<file path="src/rtl/i2c_flag_pkg.sv">
package i2c_flag_pkg;

    typedef enum logic [2:0] {
        ST_IDLE,
        ST_MASTER,
        ST_LISTEN,
        ST_ADDR,
        ST_ADDR2
    } ctl_state_e;

    // sticky flag positions, also the clear-mask bit order
    localparam int NUM_STICKY = 8;
    localparam int SB_IRQ   = 0;
    localparam int SB_REQ   = 1;
    localparam int SB_STOP  = 2;
    localparam int SB_ESTOP = 3;
    localparam int SB_ARB   = 4;
    localparam int SB_AHIT  = 5;
    localparam int SB_GCALL = 6;
    localparam int SB_A2HIT = 7;

endpackage

</file>
<file path="src/rtl/i2c_flag_fsm.sv">
module i2c_flag_fsm
    import i2c_flag_pkg::*;
(
    input  logic clk,
    input  logic rst_n,
    input  logic ev_start_issue,
    input  logic ev_start_seen,
    input  logic ev_stop,
    input  logic ev_arb_lost,
    input  logic ev_own_match,
    input  logic ev_gcall,
    input  logic ev_addr2_match,
    output logic is_master,
    output logic bus_busy,
    output logic req_hold
);

    ctl_state_e cur_q;
    ctl_state_e nxt;
    logic       prim_hit;

    assign prim_hit = ev_own_match | ev_gcall;

    // state register
    always_ff @(posedge clk or negedge rst_n) begin
        if (!rst_n) begin
            cur_q <= ST_IDLE;
        end else begin
            cur_q <= nxt;
        end
    end

    // next state: stop first, then an issued start, then per-state rules
    always_comb begin
        nxt = cur_q;
        if (ev_stop) begin
            nxt = ST_IDLE;
        end else if (ev_start_issue) begin
            nxt = ST_MASTER;
        end else begin
            unique case (cur_q)
                ST_IDLE: begin
                    if (ev_start_seen) nxt = ST_LISTEN;
                end
                ST_MASTER: begin
                    if (ev_arb_lost) begin
                        if (prim_hit)            nxt = ST_ADDR;
                        else if (ev_addr2_match) nxt = ST_ADDR2;
                        else                     nxt = ST_LISTEN;
                    end
                end
                ST_LISTEN: begin
                    if (ev_start_seen)       nxt = ST_LISTEN;
                    else if (prim_hit)       nxt = ST_ADDR;
                    else if (ev_addr2_match) nxt = ST_ADDR2;
                end
                ST_ADDR, ST_ADDR2: begin
                    if (ev_start_seen) nxt = ST_LISTEN;
                end
                default: nxt = ST_IDLE;
            endcase
        end
    end

    // outputs from the state
    always_comb begin
        is_master = (cur_q == ST_MASTER);
        bus_busy  = (cur_q != ST_IDLE);
        req_hold  = (cur_q == ST_ADDR);
    end

endmodule

</file>
<file path="src/rtl/i2c_sticky_bank.sv">
module i2c_sticky_bank #(
    parameter int NBITS = 8
) (
    input  logic             clk,
    input  logic             rst_n,
    input  logic [NBITS-1:0] set_vec,
    input  logic [NBITS-1:0] clr_vec,
    output logic [NBITS-1:0] flag_q
);

    // one sticky bit per flag; a set event beats a clear
    for (genvar gi = 0; gi < NBITS; gi++) begin : g_bit
        always_ff @(posedge clk or negedge rst_n) begin
            if (!rst_n) begin
                flag_q[gi] <= 1'b0;
            end else if (set_vec[gi]) begin
                flag_q[gi] <= 1'b1;
            end else if (clr_vec[gi]) begin
                flag_q[gi] <= 1'b0;
            end
        end
    end

endmodule

</file>
<file path="src/rtl/i2c_data_ready.sv">
module i2c_data_ready (
    input  logic clk,
    input  logic rst_n,
    input  logic byte_done,
    input  logic ack_bit,
    input  logic xmit,
    input  logic dr_wr,
    input  logic dr_rd,
    output logic ack_in,
    output logic tx_empty,
    output logic rx_full
);

    always_ff @(posedge clk or negedge rst_n) begin
        if (!rst_n) begin
            ack_in <= 1'b0;
        end else if (byte_done) begin
            ack_in <= ack_bit;
        end
    end

    always_ff @(posedge clk or negedge rst_n) begin
        if (!rst_n) begin
            tx_empty <= 1'b0;
        end else if (byte_done && xmit) begin
            tx_empty <= 1'b1;
        end else if (dr_wr) begin
            tx_empty <= 1'b0;
        end
    end

    always_ff @(posedge clk or negedge rst_n) begin
        if (!rst_n) begin
            rx_full <= 1'b0;
        end else if (byte_done && !xmit) begin
            rx_full <= 1'b1;
        end else if (dr_rd) begin
            rx_full <= 1'b0;
        end
    end

endmodule

</file>
<file path="src/rtl/i2c_flag_track.sv">
module i2c_flag_track
    import i2c_flag_pkg::*;
#(
    parameter int MASK_W = NUM_STICKY
) (
    input  logic              clk,
    input  logic              rst_n,
    input  logic              ev_start_issue,
    input  logic              ev_start_seen,
    input  logic              ev_stop,
    input  logic              stop_partial,
    input  logic              ev_byte_done,
    input  logic              ack_bit,
    input  logic              ev_arb_lost,
    input  logic              ev_own_match,
    input  logic              ev_gcall,
    input  logic              ev_addr2_match,
    input  logic              rw_bit,
    input  logic              dr_wr,
    input  logic              dr_rd,
    input  logic              clr_wr,
    input  logic [MASK_W-1:0] clr_mask,
    input  logic              req_en,
    output logic              is_master,
    output logic              is_xmit,
    output logic              bus_busy,
    output logic              stop_seen,
    output logic              stop_early,
    output logic              xfer_req,
    output logic              addr2_hit,
    output logic              arb_lost,
    output logic              addr_hit,
    output logic              gcall_hit,
    output logic              ack_in,
    output logic              tx_empty,
    output logic              rx_full,
    output logic              irq_flag,
    output logic              req_out
);

    logic                  req_hold;
    logic                  start_any;
    logic                  any_match;
    logic [MASK_W-1:0]     set_vec;
    logic [MASK_W-1:0]     clr_vec;
    logic [MASK_W-1:0]     sticky_q;
    logic                  xmit_q;

    assign start_any = ev_start_issue | ev_start_seen;
    assign any_match = ev_own_match | ev_gcall | ev_addr2_match;

    i2c_flag_fsm u_fsm (
        .clk            (clk),
        .rst_n          (rst_n),
        .ev_start_issue (ev_start_issue),
        .ev_start_seen  (ev_start_seen),
        .ev_stop        (ev_stop),
        .ev_arb_lost    (ev_arb_lost),
        .ev_own_match   (ev_own_match),
        .ev_gcall       (ev_gcall),
        .ev_addr2_match (ev_addr2_match),
        .is_master      (is_master),
        .bus_busy       (bus_busy),
        .req_hold       (req_hold)
    );

    // set and clear sources of the sticky flags
    always_comb begin
        set_vec           = '0;
        set_vec[SB_IRQ]   = ev_byte_done | ev_arb_lost | any_match | ev_stop;
        set_vec[SB_REQ]   = ev_byte_done & ~req_hold;
        set_vec[SB_STOP]  = ev_stop;
        set_vec[SB_ESTOP] = ev_stop & stop_partial;
        set_vec[SB_ARB]   = ev_arb_lost;
        set_vec[SB_AHIT]  = ev_own_match | ev_gcall;
        set_vec[SB_GCALL] = ev_gcall;
        set_vec[SB_A2HIT] = ev_addr2_match;

        clr_vec           = clr_wr ? clr_mask : '0;
        clr_vec[SB_REQ]   = clr_vec[SB_REQ]   | start_any;
        clr_vec[SB_STOP]  = clr_vec[SB_STOP]  | start_any;
        clr_vec[SB_ESTOP] = clr_vec[SB_ESTOP] | start_any;
    end

    i2c_sticky_bank #(.NBITS(MASK_W)) u_sticky (
        .clk     (clk),
        .rst_n   (rst_n),
        .set_vec (set_vec),
        .clr_vec (clr_vec),
        .flag_q  (sticky_q)
    );

    // transmitter role
    always_ff @(posedge clk or negedge rst_n) begin
        if (!rst_n) begin
            xmit_q <= 1'b0;
        end else if (ev_stop) begin
            xmit_q <= 1'b0;
        end else if (ev_start_issue) begin
            xmit_q <= 1'b1;
        end else if (ev_start_seen) begin
            xmit_q <= 1'b0;
        end else if (any_match) begin
            xmit_q <= rw_bit;
        end else if (ev_arb_lost) begin
            xmit_q <= 1'b0;
        end
    end

    i2c_data_ready u_dready (
        .clk       (clk),
        .rst_n     (rst_n),
        .byte_done (ev_byte_done),
        .ack_bit   (ack_bit),
        .xmit      (xmit_q),
        .dr_wr     (dr_wr),
        .dr_rd     (dr_rd),
        .ack_in    (ack_in),
        .tx_empty  (tx_empty),
        .rx_full   (rx_full)
    );

    assign is_xmit    = xmit_q;
    assign irq_flag   = sticky_q[SB_IRQ];
    assign xfer_req   = sticky_q[SB_REQ];
    assign stop_seen  = sticky_q[SB_STOP];
    assign stop_early = sticky_q[SB_ESTOP];
    assign arb_lost   = sticky_q[SB_ARB];
    assign addr_hit   = sticky_q[SB_AHIT];
    assign gcall_hit  = sticky_q[SB_GCALL];
    assign addr2_hit  = sticky_q[SB_A2HIT];
    assign req_out    = xfer_req & req_en;

endmodule

</file>
<file path="config.mk">
export PLATFORM = sky130hd
export DESIGN_NAME = i2c_flag_track
export DESIGN_NICKNAME = d
export VERILOG_FILES = /design/src/rtl/i2c_flag_pkg.sv /design/src/rtl/i2c_flag_fsm.sv /design/src/rtl/i2c_sticky_bank.sv /design/src/rtl/i2c_data_ready.sv /design/src/rtl/i2c_flag_track.sv
export SDC_FILE = /design/constraint.sdc
export NUM_CORES = 1
export LEC_CHECK = 0
export ABC_CLOCK_PERIOD_IN_PS = 2400
export BUFFER_PORTS_ARGS = -buffer_cell sky130_fd_sc_hd__buf_2
export CAP_MARGIN = 20
export CORE_UTILIZATION = 40
export CTS_CLUSTER_DIAMETER = 150
export CTS_CLUSTER_SIZE = 14
export DETAILED_ROUTE_END_ITERATION = 10
export GPL_TIMING_DRIVEN = 0
export PLACE_DENSITY_LB_ADDON = 0.08
export SLEW_MARGIN = 20
export SYNTH_ARGS = -nofsm -noshare
export SYNTH_HDL_FRONTEND = slang
export SYNTH_HIERARCHICAL = 1
export SYNTH_SLANG_ARGS = --single-unit
</file>
<file path="constraint.sdc">
create_clock -name clk -period 2.4 [get_ports clk]
set_input_delay 0.12 -clock clk [delete_from_list [all_inputs] [get_ports clk]]
set_output_delay 0.12 -clock clk [all_outputs]
set_load 0.05 [all_outputs]
</file>
Word-level counts from Yosys, hierarchy flattened:

Index checks and enable logic that the tools add are counted.

* $add $sub $neg: 0
* multiply operators: 0
* divide/modulo/power cells: 0
* order comparisons: 0
* eq/ne operators: 7
* shifts and indexed selects: 0
* muxes and demuxes: 36
* bitwise logic cells: 13
* reductions and logical operators: 18

Operators by type and width (count)
* 2-to-1 mux 3 bit: 9
* 2-to-1 mux 1 bit: 25
* nonzero test 2 bit: 10
* bitwise OR 1 bit: 9
* one-hot mux 3 bit (3 select lines): 1
* 2-to-1 mux 8 bit: 1
* == test 3 x 2 -> 1 bit, second input constant: 2
* inequality test 6 x 5 -> 1 bit, second input constant: 1
* nonzero test 5 bit: 1
* inequality test 4 x 1 -> 1 bit, second input constant: 1
* inequality test 4 bit, second input constant: 1
* AND 1 bit: 3
* == test 3 x 1 -> 1 bit, second input constant: 1
* == test 3 bit, second input constant: 1
* zero test 3 bit: 1
* AND reduction 3 bit: 1
* nonzero test 3 bit: 1
* OR reduction 3 bit: 1
* logical AND 1 bit: 2
* zero test 1 bit: 1
* NOT 1 bit: 1

* flip-flop bits (word level): 15
* latch bits: 0
* memory bits (writable): 0
* bits in read-only memories: 0
* bits of input ports: 25
* logic and storage cells: 87
* memories: 0

Depth between registers and ports, before layout:

Gate-level depths: netlist (run 1).

* depth after elaboration: 6
* depth in mapped cells: 5

Modules after synthesis:

The synthesis (run 1) kept the hierarchy.

By module, submodules not included
* i2c_sticky_bank: instances 1, cells each 24, area each 290.3 um^2, seq. area each 200.2 um^2
* i2c_flag_fsm: instances 1, cells each 32, area each 265.3 um^2, seq. area each 75.1 um^2
* i2c_flag_track: instances 1, cells each 24, area each 158.9 um^2, seq. area each 25.0 um^2
* i2c_data_ready: instances 1, cells each 10, area each 116.4 um^2, seq. area each 75.1 um^2

Worst setup path after synthesis (run 1):

No wires, ideal clock.

* kind: reg2reg
* from: register u_fsm.cur_q[0]
* to: register u_fsm.cur_q[0]
* setup time: 0.094 ns
* data arrival time: 1.368 ns
* required time: 2.306 ns
* slack: 0.938 ns
* stages on the path, launching flop included: 6
* cell sequence: dfrtp_1 -> buf_2 -> or3b_1 -> a211oi_2 -> nor2_1 -> a221oi_2

* word-level cells in the longest chain between the ends: 5
* elaborated cells between the ends (all ways): 13
* classes of those cells: eq/ne (7); mux (3); reduce/logical (3)

RTL lines
* start: declaration: RTL line i2c_flag_fsm.sv:18 `ctl_state_e cur_q;`
* start signal: assignment: RTL line i2c_flag_fsm.sv:29 `cur_q <= nxt;`
* == test 3 x 2 -> 1 bit (tied with other cells): RTL line i2c_flag_fsm.sv:41 `unique case (cur_q)`
* OR reduction 3 bit (no source line)
* one-hot mux 3 bit (3 select lines): RTL line i2c_flag_fsm.sv:41
* 2-to-1 mux 3 bit: RTL line i2c_flag_fsm.sv:38 `end else if (ev_start_issue) begin`
* 2-to-1 mux 3 bit: RTL line i2c_flag_fsm.sv:36 `if (ev_stop) begin`

Several ways; a longest one is shown, not always the timed one.
A chain may end at the register's enable or synchronous reset.

Worst setup path after layout (run 1):

* from: register u_fsm.cur_q[2]
* to: output port bus_busy

* word-level cells in the longest chain between the ends: 1

RTL lines
* nonzero test 3 bit: RTL line i2c_flag_fsm.sv:68 `bus_busy = (cur_q != ST_IDLE);`
* end: declaration: RTL line i2c_flag_track.sv:26 `output logic bus_busy,`

Every way passes these cells.

==> results.sh, run 1 <==
export IMPL_slowest_stage="or3_1"
export IMPL_relSlewSlack_pct=64.3
export IMPL_p_total_mw=0.625
export IMPL_critPathRequiredTime_ps=2280
export IMPL_synthToLayoutAreaGrowth_pct=34.3
export IMPL_power_density_mw_per_mm2=560
export IMPL_gp_congestion=0.795
export IMPL_setup_viol_count_final=0
export IMPL_clockBufferDepth=2
export IMPL_r2r_slack_ps=820
export IMPL_drt_pass1_iterations=4
export IMPL_stdcell_area_sq_mm=0.00112
export IMPL_path_clk_slew_ps=90
export IMPL_net_switching_power_mw=0.226
export IMPL_numCtsBuffers=3
export IMPL_ios=40
export IMPL_crit_chain="clkbuf_1 -> or3_1 -> buf_2"
export IMPL_irDropWorstVdd_mv=0.318
export IMPL_fp_dieH_um=47.6
export IMPL_drtIter0Drc=19
export IMPL_cp_startpoint="u_fsm/cur_q[2]"
export IMPL_fin_cells=163
export IMPL_path_max_fanout=10
export IMPL_tns_ps=0
export IMPL_ant_nets=0
export IMPL_p_clk_share_pct=23.3
export IMPL_die_w_um=47.6
export IMPL_grt_usage_pct=19.4
export IMPL_drt_wl_total_um=1910
export IMPL_worstSetupStartpointType="flip-flop"
export IMPL_hp_start="ev_arb_lost"
export IMPL_syn_avg_cell_area_sq_um=9.23
export IMPL_crit_arrival_ps=1490
export IMPL_status="complete, no violations"
export IMPL_nFillCells=209
export IMPL_r2r_end="u_fsm/cur_q[2]"
export IMPL_fmax_mhz=620
export IMPL_p_comb_share_pct=31.8
export IMPL_rr_worst_depth=5
export IMPL_grt_first_pass_wirelength_um=2950
export IMPL_syn_cell_area_sq_um=831
export IMPL_reg2reg_from="u_fsm/cur_q[0]"
export IMPL_ys_seq_area_share_pct=45.2
export IMPL_criticalPathCategory="reg2out"
export IMPL_cts_htree_levels=1
export IMPL_vias=778
export IMPL_ctsResizeCount=0
export IMPL_core_area_sq_mm=0.00196
export IMPL_initial_core_util_pct=42.3
export IMPL_p_seq_share_pct=44.9
export IMPL_grt_pass1_vias=689
export IMPL_final_util_pct=56.9
export IMPL_grt_overflow_total=0
export IMPL_root_buffer="clkbuf_4"
export IMPL_hpwl_um=1450
export IMPL_hold_path_class="in2reg"
export IMPL_place_area_sq_mm=0.00106
export IMPL_path_buf_inv=2
export IMPL_worst_pin_slew_ps=533
export IMPL_grt_max_degree=16
export IMPL_p_leak_nw=0.581
export IMPL_max_stage_delay_ps=410
export IMPL_maxCapViolCount=0
export IMPL_antenna_cells_inserted=0
export IMPL_timing_final_max_slew_violations=0
export IMPL_ys_warn_count=6
export IMPL_holdPathEnd="u_sticky/flag_q[4]"
export IMPL_finish_net_count=162
export IMPL_synthesis_nets=115
export IMPL_finalHoldViolCount=0
export IMPL_drive_gt1_share_pct=36.8
export IMPL_p_int_mw=0.399
export IMPL_syn_inst=90
export IMPL_vias_per_cell=4.77
export IMPL_rows=16
export IMPL_cp_end_kind="output port"
export IMPL_ys_ff_latch=15
export IMPL_holdPathStages=2
export IMPL_clkLatencyLatePin_ps=280
export IMPL_cp_top_family="buffers and inverters"
export IMPL_cts_sinks=15
export IMPL_clock_skew_ps=4.13
export IMPL_yosysUniqueCellTypes=32
export IMPL_drcViolationCount=0
export IMPL_place_inst=156
export IMPL_fin_crit_sh_pct=67.2
export IMPL_wl_per_cell_um=11.7
export IMPL_rsz0062_at_grt="false"
export IMPL_layout_min_cycle_time_ps=1610
export IMPL_dieArea_sq_mm=0.00226
export IMPL_cts_tree="yes"
export IMPL_antenna_found_initial=0
export IMPL_sw_frac_of_total_pct=36.1
export IMPL_port_buffers=39
==> kinds of logic (layout without fill, tap and decap cells) <==
logic type / Yosys count / in the layout / synth area share [%]
compound gates: 20 / 20 / 19.1
flops: 15 / 15 / 45.2
mux: 2 / 2 / 3.01
simple gates: 39 / 39 / 26.2
buf+inv: 14 / 60 / 6.47
==> area by class of cell <==
cell class	instances	area, sq um	share of cell area [%]
Multi-Input combinational cell	61	402	36.0
Sequential cell	15	375	33.6
Timing Repair Buffer	42	225	20.2
Inverter	12	45.0	4.04
Tap cell	27	33.8	3.03
Clock buffer	4	26.3	2.35
Buffer	2	8.76	0.785
==> metal layers <==
layer / vias to the layer above / GRT usage [%] / share of wire [%]
met5: - / 0 / 0
met2: 23 / 30.4 / 45
met1: 349 / 24.9 / 48
met4: 0 / 11.7 / 2.1
met3: 4 / 3.40 / 4.6
li1: 402 / - / -
==> worst max path at each step <==
stage                     endpoint  slack (ps)  cells past startpoint
floorplan           u_fsm/cur_q[0]         940                      5
global placement    u_fsm/cur_q[1]         870                      4
detailed placement  u_fsm/cur_q[0]         830                      5
CTS                       bus_busy         780                      3
global route        u_fsm/cur_q[1]         690                      4
finish                    bus_busy         790                      3
==> layout by cell type, fill, tap and decap left out, types with 2 or more instances in the layout <==
master / count
buf_2: 40
dfrtp_1: 15
inv_1: 12
nand2_1: 9
a21o_1: 9
nor2_1: 8
and2_1: 7
clkbuf_4: 3
dlygate4sd3_1: 3
nor3_1: 3
clkbuf_1: 2
o21ai_0: 2
o41ai_1: 2
==> power by group through the flow <==
stage	Combinational [mW]	Clock [mW]	Sequential, mW
after floorplan	0.0805	0	0.336
after global placement	0.193	0	0.285
after detailed placement	0.196	0	0.286
after CTS	0.198	0.149	0.281
after global routing	0.215	0.166	0.284
final	0.199	0.146	0.280
==> cells in the mapped netlist <==
cell type   n  area share, %
o21ai_0     2            1.2
nor2_1      8            3.6
mux2_4      1            1.8
nand2b_1    1           0.75
or4_2       1            1.1
or2_2       1           0.75
o41ai_1     2            2.1
nor2b_1     1           0.75
or3_1       1           0.75
dfrtp_1    15             45
buf_2       1           0.60
o21ai_1     1           0.60
clkbuf_1    1           0.45
a221oi_2    1            1.8
a32oi_1     1            1.1
nor4_2      1            1.5
a211oi_1    1           0.90
inv_1      12            5.4
nand3b_1    1           0.90
a211o_1     1            1.1
a211oi_2    1            1.5
nand3_1     1           0.60
mux2i_1     1            1.2
and3_1      1           0.75
nor3_1      3            1.8
or4b_1      1            1.2
o22ai_1     1           0.75
nand2_1     9            4.1
or3_4       1            1.4
or3b_1      1            1.1
a21o_1      9            8.1
and2_1      7            5.3
==> stage by stage <==
step           hold slack, ps  setup slack, ps
6_report                 58.7              787
5_1_grt                  48.6              689
4_1_cts                  2.70              784
3_5_place_dp             44.2              833
3_3_place_gp             44.5              868
2_1_floorplan            -176              938
==> timing repair <==
item / CTS / global route
buffers inserted: 0 / 0
hold endpoints to repair: 15 / 2
hold buffers: 1 / 2
==> state kept, by name, indices dropped and copies added, names as in the netlist <==
name               count
u_dready/ack_in        1
u_fsm/cur_q            3
u_dready/rx_full       1
u_sticky/flag_q        8
is_xmit                1
u_dready/tx_empty      1
Note: power is estimated with default switching activity, not from simulation.
==> run 2, diff against run 1 <==
Settings changed: ABC_CLOCK_PERIOD_IN_PS 2400 to 1400.
Clock period 2.4 ns to 1.4 ns, I/O delays scaled along.
==> results.sh, run 2 (synthesis gave the netlist of run 1 again) <==
export IMPL_drtIter0Drc=14
export IMPL_hold_path_class="in2reg"
export IMPL_clockBufferDepth=2
export IMPL_grt_use_met3_pct=3.40
export IMPL_cts_htree_levels=1
export IMPL_critPathRequiredTime_ps=1630
export IMPL_drcViolationCount=0
export IMPL_violations="setup timing"
export IMPL_cts_sinks=15
export IMPL_setup_viol_count_final=4
export IMPL_status="finished with violations"
export IMPL_path_max_fanout=7
export IMPL_cts_tree="yes"
export IMPL_p_leak_nw=0.609
export IMPL_antenna_cells_inserted=0
export IMPL_nFillCells=206
export IMPL_worst_pin_slew_ps=425
export IMPL_die_w_um=47.6
export IMPL_reg2reg_from="u_fsm/cur_q[0]"
export IMPL_numCtsBuffers=3
export IMPL_ios=40
export IMPL_maxCapViolCount=0
export IMPL_vias=814
export IMPL_grt_overflow_total=0
export IMPL_tns_ps=-361
export IMPL_criticalPathCategory="reg2reg"
export IMPL_drive_gt1_share_pct=42.0
export IMPL_antenna_found_initial=0
export IMPL_hold_slack_ps=21.8
export IMPL_grt_max_degree=16
export IMPL_rsz0062_at_grt="true"
export IMPL_drt_pass1_iterations=4
export IMPL_port_buffers=39
export IMPL_place_inst=156
export IMPL_grt_use_met1_pct=21.9
export IMPL_fp_dieH_um=47.6
export IMPL_clkLatencyLatePin_ps=280
export IMPL_synthToLayoutAreaGrowth_pct=41.0
export IMPL_rows=16
export IMPL_worstSetupStartpointType="flip-flop"
export IMPL_grt_usage_pct=18.1
export IMPL_use_met2_pct=31.2
export IMPL_wl_per_cell_um=12.4
export IMPL_ant_nets=0
export IMPL_crit_chain="buf_6 -> or3b_4 -> a211o_1 -> nor4_2 -> a21o_1"
export IMPL_finalHoldViolCount=0
export IMPL_setup_ws_ps=-126
export IMPL_cp_end_kind="flip-flop"
export IMPL_relSlewSlack_pct=71.3
export IMPL_finish_net_count=164
export IMPL_grt_busiest_layer="met2"
export IMPL_grt_pass1_vias=679
export IMPL_path_clk_slew_ps=100
export IMPL_initial_core_util_pct=42.3
export IMPL_largest_register_ffs=8
export IMPL_hpwl_um=1440
export IMPL_multiInputGateArea_sq_um=424
export IMPL_drt_wl_total_um=2050
export IMPL_reg_top3="u_sticky/flag_q: 8 flops, u_fsm/cur_q: 3 flops"
export IMPL_crit_arrival_ps=1760
export IMPL_core_area_sq_mm=0.00196
export IMPL_grt_first_pass_wirelength_um=2780
export IMPL_layout_commonest_cell="buf_2"
export IMPL_root_buffer="clkbuf_4"
export IMPL_irDropWorstVdd_mv=0.497
export IMPL_fmax_mhz=655
export IMPL_hp_start="ev_arb_lost"
export IMPL_vias_per_cell=4.93
export IMPL_clock_skew_ps=0.776
export IMPL_layout_min_cycle_time_ps=1530
export IMPL_gp_congestion=0.808
export IMPL_top_register="u_sticky/flag_q"
export IMPL_power_density_mw_per_mm2=949
export IMPL_fin_cells=165
export IMPL_fin_crit_sh_pct=109
export IMPL_cp_startpoint="u_fsm/cur_q[0]"
export IMPL_seq_area_sq_um=377
export IMPL_dieArea_sq_mm=0.00226
export IMPL_max_stage_delay_ps=380
export IMPL_timing_final_max_slew_violations=0
export IMPL_slowest_stage="dfrtp_1"
export IMPL_final_cell_mix="38 x buf_2, 14 x dfrtp_1, 12 x inv_1"
-- run 2: layout make-up --
class                      count  share of cell area [%]
multi-input combinational     61                    36.2
sequential                    15                    32.2
timing repair buffer          45                    21.6
inverter                      12                    3.85
tap                           27                    2.88
clock buffer                   3                    1.92
buffer                         1                   0.962
clock inverter                 1                   0.427
-- run 2: path summary, 6_finish.rpt --
kind | to | slack [ps] | cells past startpoint
worst max-delay path | u_fsm/cur_q[2] | -130 | 5
worst min-delay path | u_sticky/flag_q[4] | 20 | 2
worst max register to register | u_fsm/cur_q[2] | -130 | 5
worst min register to register | u_sticky/flag_q[0] | 480 | 1
max in group asynchronous | u_fsm/cur_q[1] | 910 | 2
min in group asynchronous | u_dready/ack_in | 210 | 2
-- run 2: where the power goes --
part	leakage (nW)	total (mW)	internal, mW	switching [mW]
Clock	0.0177	0.254	0.106	0.148
Combinational	0.421	0.374	0.134	0.239
Sequential	0.170	0.484	0.464	0.0209
Total	0.609	1.11	0.704	0.408
-- run 2: critical path: cells and delay by family (launching register included) --
kind	cells	cell delay [ps]
AND/OR/NAND/NOR	2	510
AO/OA/AOI/OAI	2	450
flip-flops	1	380
buffers and inverters	1	130
-- run 2: timing repair --
item,CTS,global route
pin swaps,3,4
resized for setup,2,3
endpoints found under the hold margin,18,0
hold buffers,4,0
endpoints found under the setup margin,5,5
buffers inserted,0,2
-- run 2: per-stage QoR --
step | instance area (sq um) | setup WS (ps) | total power [mW] | utilization [%]
final | 1170 | -126 | 1.11 | 59.7
after global routing | 1170 | -172 | 1.18 | 59.7
after CTS | 1140 | -128 | 1.11 | 58.1
after detailed placement | 1070 | -131 | 0.832 | 54.5
after global placement | 1070 | -103 | 0.825 | 54.5
after floorplan | 840 | -41.4 | 0.720 | -
-- run 2: per-layer routing --
metal	part of all wire, %	up-vias	wire [um]
met1	43	385	882
met3	3.9	2	80
li1	-	406	-
met4	0.59	0	12
met5	0	-	0
met2	52	21	1070
==> run 3, diff against run 2 <==
Settings changed: CELL_PAD_IN_SITES_DETAIL_PLACEMENT from default to 0, CELL_PAD_IN_SITES_GLOBAL_PLACEMENT from default to 1, CORE_UTILIZATION 40 to 29.
==> results.sh, run 3 (synthesis gave the netlist of run 1 again) <==
export IMPL_status="finished with violations"
export IMPL_violations="setup timing"
export IMPL_hp_start="ev_arb_lost"
export IMPL_p_leak_nw=0.620
export IMPL_clockBufferDepth=2
export IMPL_cts_htree_levels=1
export IMPL_p_seq_share_pct=42.4
export IMPL_p_int_mw=0.723
export IMPL_ios=40
export IMPL_ant_nets=0
export IMPL_rr_worst_depth=4
export IMPL_setup_viol_count_final=3
export IMPL_grt_first_pass_wirelength_um=3630
export IMPL_net_switching_power_mw=0.418
export IMPL_drt_wl_total_um=2180
export IMPL_grt_overflow_total=0
export IMPL_drt_pass1_iterations=4
export IMPL_tns_ps=-173
export IMPL_slowest_stage="dfrtp_2"
export IMPL_rows=19
export IMPL_cts_sinks=15
export IMPL_drtIter0Drc=6
export IMPL_antenna_cells_inserted=0
export IMPL_dieArea_sq_mm=0.00308
export IMPL_grt_pass1_vias=771
export IMPL_path_max_fanout=5
export IMPL_nFillCells=290
export IMPL_pre_cts_slack_ps=-172
export IMPL_core_area_sq_mm=0.00273
export IMPL_clkLatencyLatePin_ps=290
export IMPL_fin_crit_sh_pct=106
export IMPL_vias_per_cell=4.84
export IMPL_antenna_found_initial=0
export IMPL_r2r_end="u_fsm/cur_q[2]"
export IMPL_drive_gt1_share_pct=45.7
export IMPL_stdcell_area_sq_mm=0.00121
export IMPL_p_comb_share_pct=34.7
export IMPL_path_buf_inv=0
export IMPL_criticalPathCategory="reg2reg"
export IMPL_clock_skew_ps=3.56
export IMPL_seq_area_sq_um=379
export IMPL_gp_congestion=0.836
export IMPL_critPathRequiredTime_ps=1640
export IMPL_root_buffer="clkbuf_4"
export IMPL_final_cell_mix="37 x buf_2, 12 x inv_1, 12 x dfrtp_1"
export IMPL_crit_chain="or3b_4 -> a211o_1 -> nor4_2 -> a21o_1"
export IMPL_initial_core_util_pct=30.4
export IMPL_holdPathEnd="u_sticky/flag_q[4]"
export IMPL_layout_commonest_cell="buf_2"
export IMPL_relSlewSlack_pct=75.8
export IMPL_port_buffers=39
export IMPL_grt_max_degree=16
export IMPL_finish_net_count=166
export IMPL_irDropWorstVdd_mv=0.708
export IMPL_r2r_slack_ps=-80
export IMPL_wl_per_cell_um=12.7
export IMPL_final_util_pct=44.4
export IMPL_fmax_mhz=676
export IMPL_fp_dieH_um=55.5
export IMPL_hpwl_um=1520
export IMPL_path_clk_slew_ps=100
export IMPL_holdPathStages=2
export IMPL_max_stage_delay_ps=450
export IMPL_numCtsBuffers=3
export IMPL_grt_usage_pct=15.5
export IMPL_layout_min_cycle_time_ps=1480
export IMPL_reg2reg_from="u_fsm/cur_q[0]"
export IMPL_place_area_sq_mm=0.00107
export IMPL_worstSetupStartpointType="flip-flop"
export IMPL_setup_ws_ps=-79.6
export IMPL_maxCapViolCount=0
export IMPL_largest_register_ffs=8
export IMPL_cts_tree="yes"
export IMPL_synthToLayoutAreaGrowth_pct=46.2
export IMPL_vias=828
export IMPL_crit_arrival_ps=1720
export IMPL_timing_final_max_slew_violations=0
export IMPL_reg_top3="u_sticky/flag_q: 8 flops, u_fsm/cur_q: 3 flops"
export IMPL_die_w_um=55.5
export IMPL_hold_path_class="in2reg"
export IMPL_power_density_mw_per_mm2=940
export IMPL_p_clk_share_pct=22.9
export IMPL_cp_top_family="simple AND/OR/NAND/NOR gates"
export IMPL_multiInputGateArea_sq_um=432
export IMPL_rsz0062_at_grt="true"
export IMPL_finalHoldViolCount=0
export IMPL_sw_frac_of_total_pct=36.6
export IMPL_worst_pin_slew_ps=359
export IMPL_drcViolationCount=0
export IMPL_top_register="u_sticky/flag_q"
export IMPL_cp_end_kind="flip-flop"
run 3: layout make-up:
cell class / count / area share, %
clock inverters: 1 / 0.412
flip-flops and latches: 15 / 31.2
multi-input cells: 61 / 35.5
repair buffers: 48 / 24.1
clock buffers: 3 / 1.85
inverters: 12 / 3.71
well taps: 31 / 3.19
run 3: how the worst max path moves through the flow:
stage	start	to	cells past startpoint
after floorplan	u_fsm/cur_q[0]	u_fsm/cur_q[2]	5
after global placement	u_fsm/cur_q[2]	u_fsm/cur_q[1]	4
after detailed placement	u_fsm/cur_q[2]	u_fsm/cur_q[1]	4
after CTS	u_fsm/cur_q[0]	u_fsm/cur_q[2]	5
after global routing	u_fsm/cur_q[0]	u_fsm/cur_q[2]	4
final	u_fsm/cur_q[0]	u_fsm/cur_q[2]	4
run 3: metal layers:
layer / track usage, % / share of wire [%] / vias to the layer above
met2: 24.8 / 47 / 25
li1: - / - / 407
met5: 0 / 0 / -
met3: 6.09 / 6.3 / 6
met4: 6.43 / 2.8 / 0
met1: 18.5 / 44 / 390
run 3: power by group through the flow:
stage          registers (mW)  clock network (mW)  logic [mW]
4_1_cts                 0.484               0.268       0.381
6_report                0.484               0.261       0.396
5_1_grt                 0.489               0.297       0.424
3_3_place_gp            0.490                   0       0.342
3_5_place_dp            0.491                   0       0.343
2_1_floorplan           0.577                   0       0.144
run 3: what timing repair did:
action,CTS,global route
endpoints found under the hold margin,17,1
gates resized for setup,8,6
setup buffers,3,2
pin swaps,1,2
hold buffers,3,1
endpoints found under the setup margin,5,5
run 3: stage by stage:
stage	hold WS (ps)	cells	total power, mW
floorplan	-226	90	0.720
global placement	5.41	160	0.832
detailed placement	-0.0894	160	0.835
CTS	3.00	169	1.13
global route	0.116	171	1.21
finish	13.3	171	1.14
run 3: worst register-to-register path: stages, from the launching register on:
cell     delay [ps]
dfrtp_2         450
or3b_4          390
a211o_1         290
nor4_2          140
a21o_1          140
